## config.mk

```make
export PLATFORM = sky130hd
export DESIGN_NAME = mbus_regfile
export DESIGN_NICKNAME = d
export VERILOG_FILES = /design/src/rtl/mbus_pkg.sv /design/src/rtl/mbus_decode.sv /design/src/rtl/mbus_reg_array.sv /design/src/rtl/mbus_port_ctrl.sv /design/src/rtl/mbus_read_mux.sv /design/src/rtl/mbus_regfile.sv
export SDC_FILE = /design/constraint.sdc
export NUM_CORES = 1
export LEC_CHECK = 0
export ABC_CLOCK_PERIOD_IN_PS = 4600
export BUFFER_PORTS_ARGS = -buffer_cell sky130_fd_sc_hd__buf_4
export CAP_MARGIN = 10
export CORE_ASPECT_RATIO = 0.75
export CORE_MARGIN = 4
export CORE_UTILIZATION = 57
export DETAILED_ROUTE_END_ITERATION = 8
export PLACE_DENSITY = 0.86
export SETUP_SLACK_MARGIN = 0.5
export SLEW_MARGIN = 0
export SYNTH_ARGS = -nofsm -noshare
export SYNTH_HDL_FRONTEND = slang
export SYNTH_SLANG_ARGS = --single-unit
```

## constraint.sdc

```tcl
create_clock -name clk -period 4.6 [get_ports clk]
set_input_delay 0.92 -clock clk [delete_from_list [all_inputs] [get_ports clk]]
set_output_delay 0.92 -clock clk [all_outputs]
set_load 0.02 [all_outputs]
```

## src/rtl/mbus_pkg.sv

```systemverilog
package mbus_pkg;
    typedef enum logic [1:0] {
        FN_IDLE  = 2'b00,
        FN_READ  = 2'b01,
        FN_WRITE = 2'b10,
        FN_LATCH = 2'b11
    } bus_fn_e;
endpackage

```

## src/rtl/mbus_decode.sv

```systemverilog
module mbus_decode
    import mbus_pkg::*;
(
    input  logic    ctl_dir,
    input  logic    ctl_sel,
    output bus_fn_e fn
);
    always_comb begin
        unique case ({ctl_dir, ctl_sel})
            2'b01:   fn = FN_READ;
            2'b10:   fn = FN_WRITE;
            2'b11:   fn = FN_LATCH;
            default: fn = FN_IDLE;
        endcase
    end
endmodule

```

## src/rtl/mbus_reg_array.sv

```systemverilog
module mbus_reg_array
    import mbus_pkg::*;
#(
    parameter int DATA_W   = 8,
    parameter int NUM_REGS = 16,
    parameter int ADDR_W   = $clog2(NUM_REGS)
) (
    input  logic                       clk,
    input  logic                       rst,
    input  bus_fn_e                    fn,
    input  logic [DATA_W-1:0]          bus_i,
    output logic [ADDR_W-1:0]          addr_o,
    output logic [NUM_REGS*DATA_W-1:0] regs_o
);
    typedef struct packed {
        logic [ADDR_W-1:0]                  addr;
        logic [NUM_REGS-1:0][DATA_W-1:0]    regs;
    } state_t;

    state_t st_d, st_q;

    always_comb begin
        st_d = st_q;
        unique case (fn)
            FN_LATCH: st_d.addr = bus_i[ADDR_W-1:0];
            FN_WRITE: st_d.regs[st_q.addr] = bus_i;
            default: ;
        endcase
    end

    always_ff @(posedge clk) begin
        if (rst) st_q <= '0;
        else     st_q <= st_d;
    end

    assign addr_o = st_q.addr;
    assign regs_o = st_q.regs;
endmodule

```

## src/rtl/mbus_port_ctrl.sv

```systemverilog
module mbus_port_ctrl #(
    parameter int DATA_W    = 8,
    parameter int NUM_REGS  = 16,
    parameter int NUM_PORTS = 2,
    parameter int PORT_BASE = 14,
    parameter int MODE_REG  = 7,
    parameter int MODE_BIT0 = 6
) (
    input  logic [NUM_REGS*DATA_W-1:0]  regs_i,
    input  logic [NUM_PORTS*DATA_W-1:0] pins_i,
    output logic [NUM_PORTS*DATA_W-1:0] port_o,
    output logic [NUM_PORTS-1:0]        port_oe,
    output logic [NUM_REGS*DATA_W-1:0]  view_o
);
    for (genvar p = 0; p < NUM_PORTS; p++) begin : g_port
        assign port_oe[p] = regs_i[MODE_REG*DATA_W + MODE_BIT0 + p];
        assign port_o[p*DATA_W +: DATA_W] = regs_i[(PORT_BASE+p)*DATA_W +: DATA_W];
    end

    for (genvar r = 0; r < NUM_REGS; r++) begin : g_view
        if (r >= PORT_BASE && r < PORT_BASE + NUM_PORTS) begin : g_io
            assign view_o[r*DATA_W +: DATA_W] = port_oe[r-PORT_BASE]
                ? regs_i[r*DATA_W +: DATA_W]
                : pins_i[(r-PORT_BASE)*DATA_W +: DATA_W];
        end else begin : g_plain
            assign view_o[r*DATA_W +: DATA_W] = regs_i[r*DATA_W +: DATA_W];
        end
    end
endmodule

```

## src/rtl/mbus_read_mux.sv

```systemverilog
module mbus_read_mux
    import mbus_pkg::*;
#(
    parameter int DATA_W   = 8,
    parameter int NUM_REGS = 16,
    parameter int ADDR_W   = $clog2(NUM_REGS)
) (
    input  bus_fn_e                    fn,
    input  logic [ADDR_W-1:0]          addr_i,
    input  logic [NUM_REGS*DATA_W-1:0] view_i,
    output logic [DATA_W-1:0]          bus_o,
    output logic                       bus_oe
);
    logic [DATA_W-1:0] sel_d;

    always_comb begin
        sel_d = '0;
        for (int r = 0; r < NUM_REGS; r++) begin
            if (addr_i == ADDR_W'(r)) sel_d = view_i[r*DATA_W +: DATA_W];
        end
        bus_oe = (fn == FN_READ);
        bus_o  = bus_oe ? sel_d : '0;
    end
endmodule

```

## src/rtl/mbus_regfile.sv

```systemverilog
module mbus_regfile
    import mbus_pkg::*;
#(
    parameter int DATA_W    = 8,
    parameter int NUM_REGS  = 16,
    parameter int NUM_PORTS = 2,
    parameter int PORT_BASE = 14,
    parameter int MODE_REG  = 7,
    parameter int MODE_BIT0 = 6,
    localparam int ADDR_W   = $clog2(NUM_REGS)
) (
    input  logic                       clk,
    input  logic                       rst,
    input  logic                       ctl_dir,
    input  logic                       ctl_sel,
    input  logic [DATA_W-1:0]          bus_i,
    output logic [DATA_W-1:0]          bus_o,
    output logic                       bus_oe,
    input  logic [NUM_PORTS*DATA_W-1:0] port_i,
    output logic [NUM_PORTS*DATA_W-1:0] port_o,
    output logic [NUM_PORTS-1:0]       port_oe,
    output logic [NUM_REGS*DATA_W-1:0] regs_o
);
    bus_fn_e                    fn;
    logic [ADDR_W-1:0]          addr_q;
    logic [NUM_REGS*DATA_W-1:0] view;

    mbus_decode u_dec (
        .ctl_dir (ctl_dir),
        .ctl_sel (ctl_sel),
        .fn      (fn)
    );

    mbus_reg_array #(
        .DATA_W   (DATA_W),
        .NUM_REGS (NUM_REGS),
        .ADDR_W   (ADDR_W)
    ) u_arr (
        .clk    (clk),
        .rst    (rst),
        .fn     (fn),
        .bus_i  (bus_i),
        .addr_o (addr_q),
        .regs_o (regs_o)
    );

    mbus_port_ctrl #(
        .DATA_W    (DATA_W),
        .NUM_REGS  (NUM_REGS),
        .NUM_PORTS (NUM_PORTS),
        .PORT_BASE (PORT_BASE),
        .MODE_REG  (MODE_REG),
        .MODE_BIT0 (MODE_BIT0)
    ) u_ports (
        .regs_i  (regs_o),
        .pins_i  (port_i),
        .port_o  (port_o),
        .port_oe (port_oe),
        .view_o  (view)
    );

    mbus_read_mux #(
        .DATA_W   (DATA_W),
        .NUM_REGS (NUM_REGS),
        .ADDR_W   (ADDR_W)
    ) u_rd (
        .fn     (fn),
        .addr_i (addr_q),
        .view_i (view),
        .bus_o  (bus_o),
        .bus_oe (bus_oe)
    );
endmodule

```

Yosys cells after proc, flatten, opt, wreduce, memory -nomap -nowiden
Index checks and enable logic that the tools add are counted.
- register bits after elaboration: 132
- latch bits: 0
- RAM bits: 0
- memory bits (read-only): 0
- bits of input ports: 28
- output and inout port bits: 155
- memories kept: 0
- add/sub/neg operators: 0
- multiply operators: 0
- divide/modulo/power cells: 0
- $lt $le $gt $ge: 2
- equal/unequal tests: 21
- shift operators: 0
- muxes and demuxes: 23
- bitwise logic cells: 0
- reductions and logical operators: 2
- operator list (kind ; number):
    2-to-1 mux 8 bit ; 20
    bitwise mux 128 bit ; 1
    demux 8 bit (select 4 bit) ; 1
    == test 4 bit (second input constant) ; 8
    == test 4 x 3 -> 1 bit (second input constant) ; 4
    == test 2 bit (second input constant) ; 4
    == test 4 x 2 -> 1 bit (second input constant) ; 2
    one-hot mux 2 bit (3 select lines) ; 1
    less-than comparator 4 x 5 -> 1 bit (second input constant) ; 1
    == test 2 x 1 -> 1 bit (second input constant) ; 2
    == test 4 x 1 -> 1 bit (second input constant) ; 1
    greater-or-equal comparator 4 x 1 -> 1 bit (second input constant) ; 1
    zero test 4 bit ; 1
    logical AND 1 bit ; 1

Depth between registers and ports, before layout
- word-level depth: 18
- mapped depth: 8
- gate-level depth less buffers: 5

Hierarchy
Synthesis repeated with hierarchy kept, for this count alone.
- cell total of the unflattened synthesis: 858
- area total of the unflattened synthesis: 7930.1 um^2
- modules (own cells, without submodules) (module ; times used ; cells each ; area an instance (um^2) ; sequential area each (um^2)):
    mbus_reg_array ; 1 ; 475 ; 5221.3 ; 2642.5
    mbus_read_mux ; 1 ; 233 ; 1462.7 ; 0.0
    mbus_port_ctrl ; 1 ; 148 ; 1238.7 ; 0.0
    mbus_decode ; 1 ; 2 ; 7.5 ; 0.0

Least setup slack after synthesis
OpenSTA, ideal clock, no wires.
- path type: input -> output
- from: in ctl_dir
- to: out bus_o[1]
- arrival: 2.029 ns
- path slack: 1.651 ns
- stages on the path: 4
- cell sequence: nand2b_1 -> clkbuf_1 -> a221o_1 -> a221oi_1
- cells in the longest elaborated chain, start to end: 4
- RTL lines (what ; RTL line ; source):
    start, declared ; mbus_regfile.sv:14 ; input logic ctl_dir,
    == test 2 bit / == test 2 x 1 -> 1 bit (equally long branches) ; mbus_decode.sv:9 ; unique case ({ctl_dir, ctl_sel})
    one-hot mux 2 bit (3 select lines) * ; mbus_decode.sv:9 ;
    == test 2 x 1 -> 1 bit * ; mbus_read_mux.sv:21 ; bus_oe = (fn == FN_READ);
    2-to-1 mux 8 bit * ; mbus_read_mux.sv:22 ; bus_o = bus_oe ? sel_d : '0;
    end, declared ; mbus_regfile.sv:17 ; output logic [DATA_W-1:0] bus_o,
Every way passes the cells marked *; elsewhere a longest branch is shown, timed or not.

Worst setup path after layout
- from: reg u_arr.st_q (netlist bit u_arr.addr_o[2])
- to: out bus_o[3]
- cells in the longest elaborated chain, start to end: 18
- RTL lines (what ; RTL line ; source):
    start, declared ; mbus_reg_array.sv:20 ; state_t st_d, st_q;
    start signal, assigned ; mbus_reg_array.sv:33 ; else st_q <= st_d;
    zero test 4 bit ; mbus_read_mux.sv:19 ; if (addr_i == ADDR_W'(r)) sel_d = view_i[r*DATA_W +: DATA_W];
    2-to-1 mux 8 bit (15 in a row) ; mbus_read_mux.sv:19 ;
    2-to-1 mux 8 bit * ; mbus_read_mux.sv:19 ;
    2-to-1 mux 8 bit * ; mbus_read_mux.sv:22 ;
Marked as above.

==> impl_metrics.py <==
metrics = {
    "critical_path": {
        "path_cells": "nor2b_1 > a22oi_1 > o22ai_1 > a2111oi_0 > a21oi_1 > buf_4",
        "crit_slowest_cell": "dfxtp_2",
        "start_kind": "register",
        "worstPathArrival_ns": 2.99,
        "crit_required_ns": 3.68,
        "critical_path_class": "reg2out",
        "critPathLaunch": "u_arr.addr_o[2]$_SDFFE_PP0N_",
        "endpoint_kind": "output pin",
        "r2r-start": "u_arr.addr_o[2]$_SDFFE_PP0N_",
        "slowest_delay_ns": 1.03,
        "reg2reg_depth": 4,
        "crit_fanout": 50,
    },
    "routing": {
        "vias": 6877,
        "vias_per_cell": 6.46,
        "routedWlPerCell_um": 22.2,
        "drc": 0,
        "detail-route-antenna-nets": 0,
        "routed_wl_um": 23600,
        "drtIter0Drc": 938,
        "drtPass1Iterations": 6,
    },
    "finish": {
        "fin_util": 0.752,
        "n_fill_cell": 863,
        "nets": 940,
        "areaGrowthSynthToFinish_pct": 26.2,
        "drive_gt1_frac": 0.275,
        "diodes": 0,
        "design_area_um2": 8390,
    },
    "sta": {
        "fmax_ghz": 0.256,
        "tns_ns": 0,
        "fin_skew_ns": 0.00637,
        "rsz0062_at_grt": "false",
        "finalCritPeriodShare": 0.850,
        "setup-violations-final": 0,
        "hold_viol": 0,
        "fin_crit_ns": 3.91,
        "drv_slew": 0,
        "slew-limit-headroom": 0.283,
        "worst_pin_slew_ns": 1.08,
    },
    "global_route": {
        "grt_pass1_vias": 6265,
        "antenna_found_initial": 0,
        "grt_max_degree": 101,
        "globalRouteOverflowTotal": 0,
        "grt_pass1_wl_um": 36100,
        "grt_usage": 0.344,
    },
    "clock_network": {
        "cts_buffer_depth": 2,
        "numClockSinks": 132,
        "cts_tree": "done",
        "clk_latency_ns": 0.42,
        "cts_setup_buffers": 0,
        "clockRootBuffer": "clkbuf_16",
        "clk_pin_slew_ns": 0.06,
        "cts-buffers-inserted": 17,
        "cts_hold_buffers": 0,
        "cts_resized": 0,
        "cts_max_level": 4,
    },
    "synthesis": {
        "synthCells": 795,
        "synth_edf_count": 0,
        "synth_top_area_share": 0.398,
        "synth_mux_area_frac": 0.155,
        "yosys_warnings": 0,
        "synth.area.top_cells": "dfxtp_1 40%, mux2i_1 13%, a21oi_1 6.1%",
        "ys_ff_latch": 132,
        "synth_ff_type": "dfxtp_1",
        "async_flop_share": 0,
        "avgSynthCellArea_um2": 8.36,
        "synth-compound-area-share": 0.147,
        "yosysTopAreaCell": "dfxtp_1",
        "synthSimpleGateAreaFrac": 0.224,
        "ys_seq_area_frac": 0.398,
        "netlist_area_um2": 6650,
        "synth_nets": 823,
        "ys_types": 51,
        "synth-adder-area-share": 0,
        "synth_xor_area_frac": 0,
        "synth_top_family_by_area": "simple AND/OR/NAND/NOR gates",
    },
    "pwr": {
        "leakage_uw": 0.00329,
        "ir_worst_vdd_mv": 0.276,
        "power_density_nw_per_um2": 333,
    },
    "placement": {
        "dpl.hpwl_um": 16000,
        "io_buffers": 182,
        "gp_congestion": 0.963,
        "placed_area_um2": 7770,
    },
    "die": {
        "die_h_um": 102,
        "coreArea_um2": 11100,
        "start_util": 0.596,
        "die_w_um": 133,
        "die_area_um2": 13500,
        "num_io_pins": 183,
        "rows": 33,
    },
    "min_path": {
        "hp-class": "reg2reg",
        "holdPathStages": 2,
        "hp-start": "u_arr.regs_o[15]$_SDFFE_PP0P_",
    },
    "flow_run": {
        "drv_cap": 0,
    },
    "status": {
        "outcome": "finished clean",
    },
}
## logic make-up after synthesis
logic type             count (synthesis)
AOI/OAI and AO/OA                    162
buffers and inverters                 98
DFF                                  132
muxes                                101
and+or+nand+nor                      302
## critical path: cells and delay by family (launching register included)
family / cells / cell delay [ns]
AOI/OAI and AO/OA: 4 / 0.99
buffers and inverters: 1 / 0.20
DFF: 1 / 1.03
and+or+nand+nor: 1 / 0.32
## cells in the mapped netlist (2+ instances only)
cell type,instances
nand2_1,95
a31oi_1,4
buf_2,28
a2111oi_0,3
nand3b_1,2
mux2_2,15
inv_1,4
mux2i_1,86
nand2b_1,8
a211oi_1,3
a22oi_1,9
o31ai_1,2
buf_6,4
a21oi_1,81
a311oi_1,2
a221o_1,7
and3_1,4
a221oi_1,3
nor2b_1,12
dfxtp_1,132
clkbuf_1,38
nor2_1,79
nor3b_1,3
buf_4,20
buf_1,3
nor3_1,6
o221ai_1,3
o21ai_0,21
o211ai_1,5
a32oi_1,3
nand3_1,75
nor3_4,3
o22ai_1,12
nor4_4,2
nor3b_4,2
## sequential cells by signal, indices dropped and copies added, names as in the netlist
register	flops
u_arr.addr_o	4
u_arr.regs_o	128
## through the flow
stage | power, uW | cells | setup slack (ns) | hold slack, ns
6_report | 2790 | 1065 | 0.689 | 0.468
5_1_grt | 2850 | 1065 | 0.553 | 0.499
4_1_cts | 2780 | 1065 | 0.801 | 0.471
3_5_place_dp | 1400 | 1033 | 1.25 | 0.463
3_3_place_gp | 1390 | 1033 | 1.28 | 0.463
2_1_floorplan | 1330 | 795 | 1.65 | 0.542
## placed cells by master, fill, tap and decap left out, types with 3 or more instances in the layout
cell type / n
a31oi_1: 4
bufinv_16: 3
dfxtp_1: 129
o21ai_0: 21
a221o_1: 7
dfxtp_2: 3
buf_4: 191
inv_1: 4
clkbuf_16: 17
clkinv_4: 4
a2111oi_0: 3
nor3_1: 6
inv_6: 3
a211oi_1: 3
o22ai_1: 12
and3_1: 4
nand2_1: 95
o221ai_1: 3
a221oi_1: 3
a21oi_1: 81
nor3_4: 3
mux2_2: 15
nand2b_1: 8
a32oi_1: 3
nand3_1: 75
nor2b_1: 12
nor2_1: 79
nor3b_1: 3
o211ai_1: 5
a22oi_1: 9
mux2i_1: 86
## layout make-up
| class | instances | area [um^2] | area share |
|---|---|---|---|
| inverters | 5 | 18.8 | 0.00224 |
| clock buffers | 18 | 439 | 0.0524 |
| multi-input cells | 565 | 3500 | 0.417 |
| flip-flops and latches | 132 | 2650 | 0.316 |
| repair buffers | 191 | 1430 | 0.171 |
| clock inverters | 14 | 176 | 0.0210 |
| well taps | 140 | 175 | 0.0209 |
## power breakdown
part	internal, uW	total [uW]	leakage [uW]	switching [uW]
Combinational	66.3	203	0.00193	137
Sequential	1150	1180	0.00107	25.5
Clock	872	1410	0.000297	542
## final timing paths
path	slack (ns)	end
setup / recovery	0.69	bus_o[3]
hold / removal	0.47	u_arr.regs_o[15]$_SDFFE_PP0P_
hold reg to reg	0.47	u_arr.regs_o[15]$_SDFFE_PP0P_
setup reg to reg	1.87	u_arr.regs_o[32]$_SDFFE_PP0P_
## per-layer routing
| metal | GRT usage | share of wire |
|---|---|---|
| met5 | 0 | 0 |
| met4 | 0.133 | 0.034 |
| met3 | 0.107 | 0.13 |
| met1 | 0.463 | 0.39 |
| met2 | 0.523 | 0.44 |
No activity file was read; power rests on OpenSTA's default activity.
